### config.mk
export PLATFORM = sky130hd
export DESIGN_NAME = ocmp_channel
export DESIGN_NICKNAME = d
export VERILOG_FILES = /design/src/rtl/ocmp_pkg.sv /design/src/rtl/ocmp_value_regs.sv /design/src/rtl/ocmp_out_ctrl.sv /design/src/rtl/ocmp_irq_flag.sv /design/src/rtl/ocmp_channel.sv
export SDC_FILE = /design/constraint.sdc
export NUM_CORES = 1
export LEC_CHECK = 0
export CAP_MARGIN = 20
export CORE_MARGIN = 10
export CORE_UTILIZATION = 50
export CTS_BUF_LIST = sky130_fd_sc_hd__clkbuf_8
export DETAILED_ROUTE_END_ITERATION = 7
export PLACE_DENSITY = 0.82
export RECOVER_POWER = 100
export SYNTH_ARGS = -nofsm -noshare
export SYNTH_HDL_FRONTEND = slang
export SYNTH_SLANG_ARGS = --single-unit
### constraint.sdc
create_clock -name clk -period 2.05 [get_ports clk]
set_input_delay 0.41 -clock clk [delete_from_list [all_inputs] [get_ports clk]]
set_output_delay 0.41 -clock clk [all_outputs]
set_load 0.01 [all_outputs]
### src/rtl/ocmp_pkg.sv
package ocmp_pkg;

    localparam int BYTE_W_DEF = 8;
    localparam int MODE_W     = 3;

    localparam logic [MODE_W-1:0] MODE_SET = 3'd0;
    localparam logic [MODE_W-1:0] MODE_CLR = 3'd1;
    localparam logic [MODE_W-1:0] MODE_TGL = 3'd2;

    // How a high-byte write is applied to the compare value
    typedef enum logic [1:0] {
        LOAD_NONE = 2'd0,
        LOAD_NOW  = 2'd1,
        LOAD_PEND = 2'd2
    } load_e;

    // Modes whose new value takes effect at once
    function automatic logic mode_is_immediate(input logic [MODE_W-1:0] m);
        return (m <= MODE_TGL);
    endfunction

    // Next pin level after a match
    function automatic logic out_next(input logic [MODE_W-1:0] m, input logic cur);
        case (m)
            MODE_SET: return 1'b1;
            MODE_CLR: return 1'b0;
            MODE_TGL: return ~cur;
            default:  return cur;
        endcase
    endfunction

endpackage

### src/rtl/ocmp_value_regs.sv
module ocmp_value_regs
    import ocmp_pkg::*;
#(
    parameter int BYTE_W = BYTE_W_DEF,
    localparam int CNT_W = 2 * BYTE_W
) (
    input  logic              clk,
    input  logic              rst,
    input  logic              run,
    input  logic [CNT_W-1:0]  count,
    input  logic              wr_lo,
    input  logic              wr_hi,
    input  logic [BYTE_W-1:0] wr_data,
    input  logic [MODE_W-1:0] mode,
    output logic [CNT_W-1:0]  active
);

    logic [BYTE_W-1:0] lo_q;
    logic [CNT_W-1:0]  pend_q;
    logic              pend_v_q;
    logic [CNT_W-1:0]  act_q;
    logic [CNT_W-1:0]  joined;
    logic              at_zero;
    load_e             ld;

    assign joined  = {wr_data, lo_q};
    assign at_zero = run && (count == '0) && pend_v_q;

    always_comb begin
        ld = LOAD_NONE;
        if (wr_hi) ld = mode_is_immediate(mode) ? LOAD_NOW : LOAD_PEND;
    end

    always_ff @(posedge clk) begin
        if (rst) begin
            lo_q     <= '0;
            pend_q   <= '0;
            pend_v_q <= 1'b0;
            act_q    <= '0;
        end else begin
            if (wr_lo) lo_q <= wr_data;
            case (ld)
                LOAD_NOW: begin
                    act_q    <= joined;
                    pend_v_q <= 1'b0;
                end
                LOAD_PEND: begin
                    pend_q   <= joined;
                    pend_v_q <= 1'b1;
                end
                default: begin
                    if (at_zero) begin
                        act_q    <= pend_q;
                        pend_v_q <= 1'b0;
                    end
                end
            endcase
        end
    end

    assign active = act_q;

    // a low-byte write alone never moves the active value
    p_lo_buffered_r2: assert property (@(posedge clk) disable iff (rst)
        (wr_lo && !wr_hi && !pend_v_q) |=> $stable(act_q));

    // immediate modes load the joined value
    p_imm_load_r3: assert property (@(posedge clk) disable iff (rst)
        (wr_hi && mode <= 3'd2) |=> (act_q == {$past(wr_data), $past(lo_q)}));

    // deferred modes keep the active value on the write edge
    p_defer_hold_r4: assert property (@(posedge clk) disable iff (rst)
        (wr_hi && mode > 3'd2 && !(run && count == '0 && pend_v_q)) |=> $stable(act_q));

    // a parked value is always pending after a deferred write
    p_pend_set_r5: assert property (@(posedge clk) disable iff (rst)
        (wr_hi && mode > 3'd2) |=> pend_v_q);

endmodule

### src/rtl/ocmp_out_ctrl.sv
module ocmp_out_ctrl
    import ocmp_pkg::*;
#(
    parameter int CNT_W = 2 * BYTE_W_DEF
) (
    input  logic              clk,
    input  logic              rst,
    input  logic              run,
    input  logic [CNT_W-1:0]  count,
    input  logic [CNT_W-1:0]  active,
    input  logic [MODE_W-1:0] mode,
    output logic              hit,
    output logic              pin
);

    logic pin_q;

    assign hit = run && (count == active);

    always_ff @(posedge clk) begin
        if (rst)      pin_q <= 1'b0;
        else if (hit) pin_q <= out_next(mode, pin_q);
    end

    assign pin = pin_q;

    // set and clear act on the match edge
    p_set_r7: assert property (@(posedge clk) disable iff (rst)
        (run && count == active && mode == 3'd0) |=> pin_q);
    p_clr_r7: assert property (@(posedge clk) disable iff (rst)
        (run && count == active && mode == 3'd1) |=> !pin_q);
    p_tgl_r7: assert property (@(posedge clk) disable iff (rst)
        (run && count == active && mode == 3'd2) |=> (pin_q != $past(pin_q)));

    // no change without an action-bearing match
    p_hold_r8: assert property (@(posedge clk) disable iff (rst)
        (mode > 3'd2) |=> $stable(pin_q));
    p_no_match_r11: assert property (@(posedge clk) disable iff (rst)
        !(run && count == active) |=> $stable(pin_q));

endmodule

### src/rtl/ocmp_irq_flag.sv
module ocmp_irq_flag (
    input  logic clk,
    input  logic rst,
    input  logic hit,
    input  logic clr,
    input  logic mask,
    output logic flag,
    output logic req
);

    logic flag_q;

    always_ff @(posedge clk) begin
        if (rst)      flag_q <= 1'b0;
        else if (hit) flag_q <= 1'b1;
        else if (clr) flag_q <= 1'b0;
    end

    assign flag = flag_q;
    assign req  = flag_q & mask;

    // match sets the flag, even against a clear
    p_flag_set_r9: assert property (@(posedge clk) disable iff (rst)
        hit |=> flag_q);
    p_flag_sticky_r9: assert property (@(posedge clk) disable iff (rst)
        (flag_q && !clr) |=> flag_q);

endmodule

### src/rtl/ocmp_channel.sv
module ocmp_channel
    import ocmp_pkg::*;
#(
    parameter int BYTE_W = BYTE_W_DEF,
    localparam int CNT_W = 2 * BYTE_W
) (
    input  logic              clk,
    input  logic              rst,
    input  logic              run,
    input  logic [CNT_W-1:0]  count,
    input  logic              wr_lo,
    input  logic              wr_hi,
    input  logic [BYTE_W-1:0] wr_data,
    input  logic [MODE_W-1:0] mode,
    input  logic              irq_mask,
    input  logic              flag_clr,
    output logic [CNT_W-1:0]  cmp_active,
    output logic              pin_out,
    output logic              irq_flag,
    output logic              irq_req
);

    logic hit;

    ocmp_value_regs #(.BYTE_W(BYTE_W)) u_regs (
        .clk(clk), .rst(rst), .run(run), .count(count),
        .wr_lo(wr_lo), .wr_hi(wr_hi), .wr_data(wr_data), .mode(mode),
        .active(cmp_active)
    );

    ocmp_out_ctrl #(.CNT_W(CNT_W)) u_out (
        .clk(clk), .rst(rst), .run(run), .count(count),
        .active(cmp_active), .mode(mode), .hit(hit), .pin(pin_out)
    );

    ocmp_irq_flag u_irq (
        .clk(clk), .rst(rst), .hit(hit), .clr(flag_clr), .mask(irq_mask),
        .flag(irq_flag), .req(irq_req)
    );

    // a stopped timer never raises a fresh flag
    p_stopped_r6: assert property (@(posedge clk) disable iff (rst)
        (!run && !irq_flag) |=> !irq_flag);

    // request only with the mask set
    p_req_mask_r10: assert property (@(posedge clk) disable iff (rst)
        irq_req |-> (irq_flag && irq_mask));

endmodule

==> impl_metrics.ini, run 1 <==
[run_status]
status = finished, final reports clean

[route]
top_layer = met4
wl_met1_mm = 2.61
routed-wl-met2_mm = 2.86
drc_errors = 0
finalWirelength_mm = 6.10
avgRoutedWirePerCell_um = 17.1
first_pass_iters = 4
dr_total_vias = 1963
via_per_inst = 5.50
antenna_left = 0
drt_first_iter_violations = 179
wl_met3_um = 470

[sta]
period_share = 0.963
fin_skew_ps = 5.19
maxSlewHeadroom = 0.543
slew_viol_final = 0
setup_ws_ps = 75.1
fin_tns_setup_ps = 0
setup_viol = 0
final_hold_viol_count = 0
period_needed_ps = 1970
fmaxAchievable_mhz = 506
grt_setup_unrepaired = no
tightest_slew_ps = 685

[power]
vdd_ir_drop_max_v = 0.000532
power_leakage_nw = 1.14
powerDensity_mw_per_mm2 = 648

[min_path]
min_path_type = register to register

[global_route]
grt.overflow.total = 0
grt_pass1_vias = 1961
grt_usage = 0.172
grt_pass1_wl_mm = 9.82
antenna_found_initial = 0
grt_max_degree = 45

[worst_setup_path]
crit_chain = dlygate4sd2_1 -> nor4b_4 -> nand4_1 -> o41ai_4 -> bufbuf_16 -> buf_6 -> clkbuf_1 -> a311oi_2
crit_type = input port to register
worstSetupStartpointType = input port
critPathRequiredTime_ps = 2240
crit_path_top_delay_cell = bufbuf_16
cp_max_fo = 6
arrival_ps = 2160
endpoint_kind = register
slowest_delay_ps = 320

[logic_synthesis]
syn_area_mm2 = 0.00199
ys_seq_area_frac = 0.432
synth.distinct_cells = 23
syn-num-nets = 264
syn_inst = 230
syn-mean-instance-area_um2 = 8.66
yosys_warnings = 0
ys_ff_latch = 43

[finish]
layout_commonest_cell = nand2_1
fillers = 267
final_cells = 357
multi_input_area_mm2 = 0.00105
drive_above_1_share = 0.175
final_util = 0.776
areaGrowthSynthToFinish_pct = 45.9
antenna_cells = 0
register_area_um2 = 861
nNetsFinal = 342
final_cell_mix = 66 x nand2_1, 43 x dfxtp_1, 26 x nor2_1

[place]
placed_cells = 344
io_buffers = 52
gp_congestion = 0.823
dpl.hpwl_mm = 4.17
dpl_worst_slack_ps = -345

[cts]
cts.path.max_buffers = 2
tritoncts = yes
clock-root-buffer = clkbuf_8
cts_htree_levels = 2
clk-insertion-delay-late_ps = 300
cts_num_sinks = 43
postCtsHoldBufs = 0
cts_buffers = 5
path_clk_slew_ps = 80

[die]
rows = 22
die_w_um = 83.1
die_h_um = 83.1
core_mm2 = 0.00374
initial_core_util = 0.532
io_pins = 53
die-area_mm2 = 0.00690

[run]
drv_cap = 0
==> final cells by class <==
class / instances / area share
repair buffers: 87 / 0.285
well taps: 48 / 0.0207
clock buffers: 7 / 0.0332
multi-input cells: 171 / 0.362
clock inverters: 1 / 0.00259
flip-flops and latches: 43 / 0.296
==> layer usage <==
layer  track usage  vias up
li1              -      937
met1         0.214      926
met2         0.273       85
met3        0.0508       15
met4        0.0646        0
met5             0        -
==> final timing paths <==
| check | from | end | slack [ps] | cells after the start |
|---|---|---|---|---|
| worst max-delay path | count[7] | u_regs.active[7] | 80 | 8 |
| worst min-delay path | u_regs.pend_q[3] | u_regs.pend_q[3] | 460 | 2 |
| worst max register to register | u_regs.pend_v_q | u_regs.active[7] | 200 | 7 |
| worst min register to register | u_regs.pend_q[3] | u_regs.pend_q[3] | 460 | 2 |
==> state kept, by name, indices dropped and copies added, names as in the netlist <==
signal	flops
u_regs.pend_v_q	1
u_regs.pend_q	16
u_regs.lo_q	8
u_irq.flag	1
u_out.pin	1
u_regs.active	16
==> per-stage QoR <==
step           power [mW]  cell area [µm²]  hold slack [ps]
2_1_floorplan        1.10             1990              437
3_3_place_gp         1.29             2770              442
3_5_place_dp         1.30             2770              449
4_1_cts              1.90             2950              460
5_1_grt              1.96             2900              477
6_report             1.88             2900              460
==> kinds of logic after synthesis <==
group | synth area share
flip-flops | 0.432
buffers and inverters | 0.0402
multiplexers | 0.0453
AO/OA/AOI/OAI | 0.175
XOR/XNOR | 0.0704
AND/OR/NAND/NOR | 0.237
==> power by group <==
group | internal [mW] | switching [mW]
registers | 0.878 | 0.0371
logic | 0.194 | 0.170
clock network | 0.306 | 0.295
total | 1.38 | 0.502
==> cells in the mapped netlist <==
library cell / number / area share
dfxtp_1: 43 / 0.43
nor3_1: 2 / 0.0050
and2_1: 2 / 0.0063
a311oi_1: 3 / 0.013
a21oi_1: 18 / 0.045
clkbuf_1: 12 / 0.023
xor2_1: 3 / 0.013
nand2b_1: 2 / 0.0063
nand2_1: 66 / 0.12
nor4b_2: 2 / 0.015
o41ai_4: 1 / 0.014
mux2i_1: 9 / 0.045
buf_2: 1 / 0.0025
nand4_1: 4 / 0.013
nor4_1: 3 / 0.0094
nand3_1: 1 / 0.0025
nor2_1: 26 / 0.049
a311oi_2: 13 / 0.098
buf_6: 2 / 0.011
buf_4: 1 / 0.0038
xnor2_1: 13 / 0.057
a211o_1: 1 / 0.0044
nor2b_1: 2 / 0.0063
==> timing repair <==
item	4_1_cts	5_1_grt
gates resized for setup	21	0
cloned	1	0
setup buffers	4	1
setup endpoints to repair	2	12
pin swaps	7	1
==> critical path, delay by kind of cell <==
family | cells | cell delay, ps
and+or+nand+nor | 2 | 480
AOI/OAI and AO/OA | 2 | 400
buffers and inverters | 4 | 850
Note: power is estimated with default switching activity, not from simulation.
==> run 2: changes to the inputs <==
--- a/config.mk
+++ b/config.mk
@@ -10,8 +10,9 @@
 export CORE_UTILIZATION = 50
 export CTS_BUF_LIST = sky130_fd_sc_hd__clkbuf_8
 export DETAILED_ROUTE_END_ITERATION = 7
-export PLACE_DENSITY = 0.82
+export PLACE_DENSITY = 0.81
 export RECOVER_POWER = 100
 export SYNTH_ARGS = -nofsm -noshare
 export SYNTH_HDL_FRONTEND = slang
+export SYNTH_HIERARCHICAL = 1
 export SYNTH_SLANG_ARGS = --single-unit
==> impl_metrics.ini, run 2 <==
[sta]
worst_hold_slack_ps = 455
fin_tns_setup_ps = 0
grt_setup_unrepaired = no
fin_skew_ps = 4.94
fmaxAchievable_mhz = 512
period_share = 0.953
period_needed_ps = 1950
setup_viol = 0
final_hold_viol_count = 0
slew_viol_final = 0
maxSlewHeadroom = 0.307
tightest_slew_ps = 1030

[worst_setup_path]
timing.rr.start = u_regs/active[15]
crit_type = input port to register
cpMostUsedCell = a211oi_1
rr_worst_depth = 7
arrival_ps = 2170
critPathRequiredTime_ps = 2260
endpoint_kind = register
r2r_end = u_irq/flag
reg2reg_slack_ps = 380
cp_max_fo = 6
worstSetupStartpointType = input port
crit_path_top_delay_cell = clkdlybuf4s50_1
crit_chain = clkdlybuf4s50_1 -> nor4b_1 -> and4_1 -> clkbuf_1 -> a211oi_1 -> a211oi_1
slowest_delay_ps = 440

[min_path]
hold_end = u_regs/pend_q[9]
min_path_type = register to register
min_delay_path_depth = 2
hp-start = u_regs/pend_q[9]

[power]
p_comb_frac = 0.185
p_int_mw = 1.33
p_sw_mw = 0.482
power.share.switching = 0.267
clkPwrFrac = 0.310
vdd_ir_drop_max_v = 0.000538
power_leakage_nw = 1.08
pwr-share-seq = 0.505
powerDensity_mw_per_mm2 = 638

[logic_synthesis]
yosys_warnings = 6
synth_area_leaders = dfxtp_1 40%, mux2i_1 12%, a211oi_1 7.6%
yosys-top-cells-count = 43 x dfxtp_1, 35 x nand2_1, 25 x mux2i_1
async_reset_ff_frac = 0
syn-num-nets = 261
synth_top_area_share = 0.398
ys_seq_area_frac = 0.398
syn-mean-instance-area_um2 = 9.53
ys_ff_latch = 43
syn_area_mm2 = 0.00216
synth-main-ff-cell = dfxtp_1
synth.distinct_cells = 38
yosysTopAreaCell = dfxtp_1
syn_inst = 227
synth-edff-count = 0
synthMostInstantiatedCell = dfxtp_1

[global_route]
grt.overflow.total = 0
grt_usage = 0.147
grt_pass1_vias = 1800
grt_pass1_wl_mm = 8.95
grt_max_degree = 43
antenna_found_initial = 0

[cts]
clk-insertion-delay-late_ps = 300
tritoncts = yes
clock-root-buffer = clkbuf_8
cts_resized = 0
cts_buffers = 5
cts_num_sinks = 43
postCtsSetupRepairBufs = 0
postCtsHoldBufs = 0
cts.path.max_buffers = 2
cts_htree_levels = 2
path_clk_slew_ps = 80

[run]
drv_cap = 0

[die]
die_h_um = 85.8
core_mm2 = 0.00409
die_w_um = 85.8
initial_core_util = 0.529
rows = 23
die-area_mm2 = 0.00736
io_pins = 53

[route]
dr_total_vias = 1870
antenna_left = 0
first_pass_iters = 4
via_per_inst = 5.50
drt_first_iter_violations = 78
avgRoutedWirePerCell_um = 15.9
drc_errors = 0
finalWirelength_mm = 5.42

[finish]
areaGrowthSynthToFinish_pct = 30.8
final_cell_mix = 43 x dfxtp_1, 35 x nand2_1, 33 x clkdlybuf4s50_1
antenna_cells = 0
drive_above_1_share = 0.124
register_area_um2 = 861
multi_input_area_mm2 = 0.00112
final_util = 0.693
nNetsFinal = 323
layout_commonest_cell = dfxtp_1
fillers = 327

[run_status]
status = finished, final reports clean

[place]
io_buffers = 52
gp_congestion = 0.904
dpl.hpwl_mm = 4.08
## run 2: cell types whose count changed after synthesis, moves of 5 or more
cell and delta:
mux2i_1 +16, clkbuf_1 -5, inv_1 +9, nand2_1 -31, a211oi_2 +10, a311oi_2 -13
nor2_1 -16, xnor2_1 -6, a211oi_1 +22
## run 2: how the worst max path moves through the flow
stage | start | to | slack (ps) | depth (start not counted)
after floorplan | count[11] | u_regs/active[3] | 550 | 6
after global placement | mode[2] | u_regs/pend_q[2] | -40 | 5
after detailed placement | mode[2] | u_regs/pend_q[15] | -100 | 5
after CTS | irq_mask | irq_req | 100 | 3
after global routing | count[15] | u_irq/flag | 5 | 8
final | count[10] | u_regs/active[6] | 100 | 6
## run 2: power by group through the flow
| stage | Sequential, mW | Combinational (mW) | Clock (mW) |
|---|---|---|---|
| 5_1_grt | 0.917 | 0.365 | 0.612 |
| 3_3_place_gp | 0.931 | 0.351 | 0 |
| 2_1_floorplan | 0.932 | 0.176 | 0 |
| 4_1_cts | 0.912 | 0.359 | 0.570 |
| 3_5_place_dp | 0.932 | 0.355 | 0 |
| 6_report | 0.912 | 0.335 | 0.560 |
## run 2: final cells by class
type                            instances  share of cell area
Sequential cell                        43               0.304
Clock inverter                          2             0.00442
Timing Repair Buffer                   70               0.234
Clock buffer                            6              0.0292
Multi-Input combinational cell        160               0.394
Inverter                                9              0.0119
Tap cell                               50              0.0221
## run 2: worst max-delay path: cells and delay by family
| family | cells | cell delay, ps |
|---|---|---|
| buffers and inverters | 2 | 740 |
| AND/OR/NAND/NOR | 2 | 640 |
| AO/OA/AOI/OAI | 2 | 360 |
## run 2: stage by stage
step           setup WS [ps]  area, µm²  std cells  total power [mW]
6_report                95.8       2830        340              1.81
5_1_grt                 4.58       2830        340              1.89
4_1_cts                 99.1       2900        340              1.84
3_5_place_dp            -101       2800        332              1.29
3_3_place_gp           -44.8       2800        332              1.28
2_1_floorplan            549       2160        227              1.11
## run 2: layer usage
| metal | vias up | GRT usage | part of all wire |
|---|---|---|---|
| met5 | - | 0 | 0 |
| met2 | 64 | 0.208 | 0.42 |
| met1 | 860 | 0.201 | 0.50 |
| met4 | 0 | 0.0494 | 0.0081 |
| met3 | 5 | 0.0511 | 0.076 |
| li1 | 941 | - | - |
## run 2: kinds of logic after synthesis
kind of cell / after synthesis / share of synthesized area
flops: 43 / 0.398
xor+xnor: 10 / 0.0405
simple gates: 63 / 0.158
mux: 25 / 0.116
buf+inv: 24 / 0.0630
compound gates: 62 / 0.224
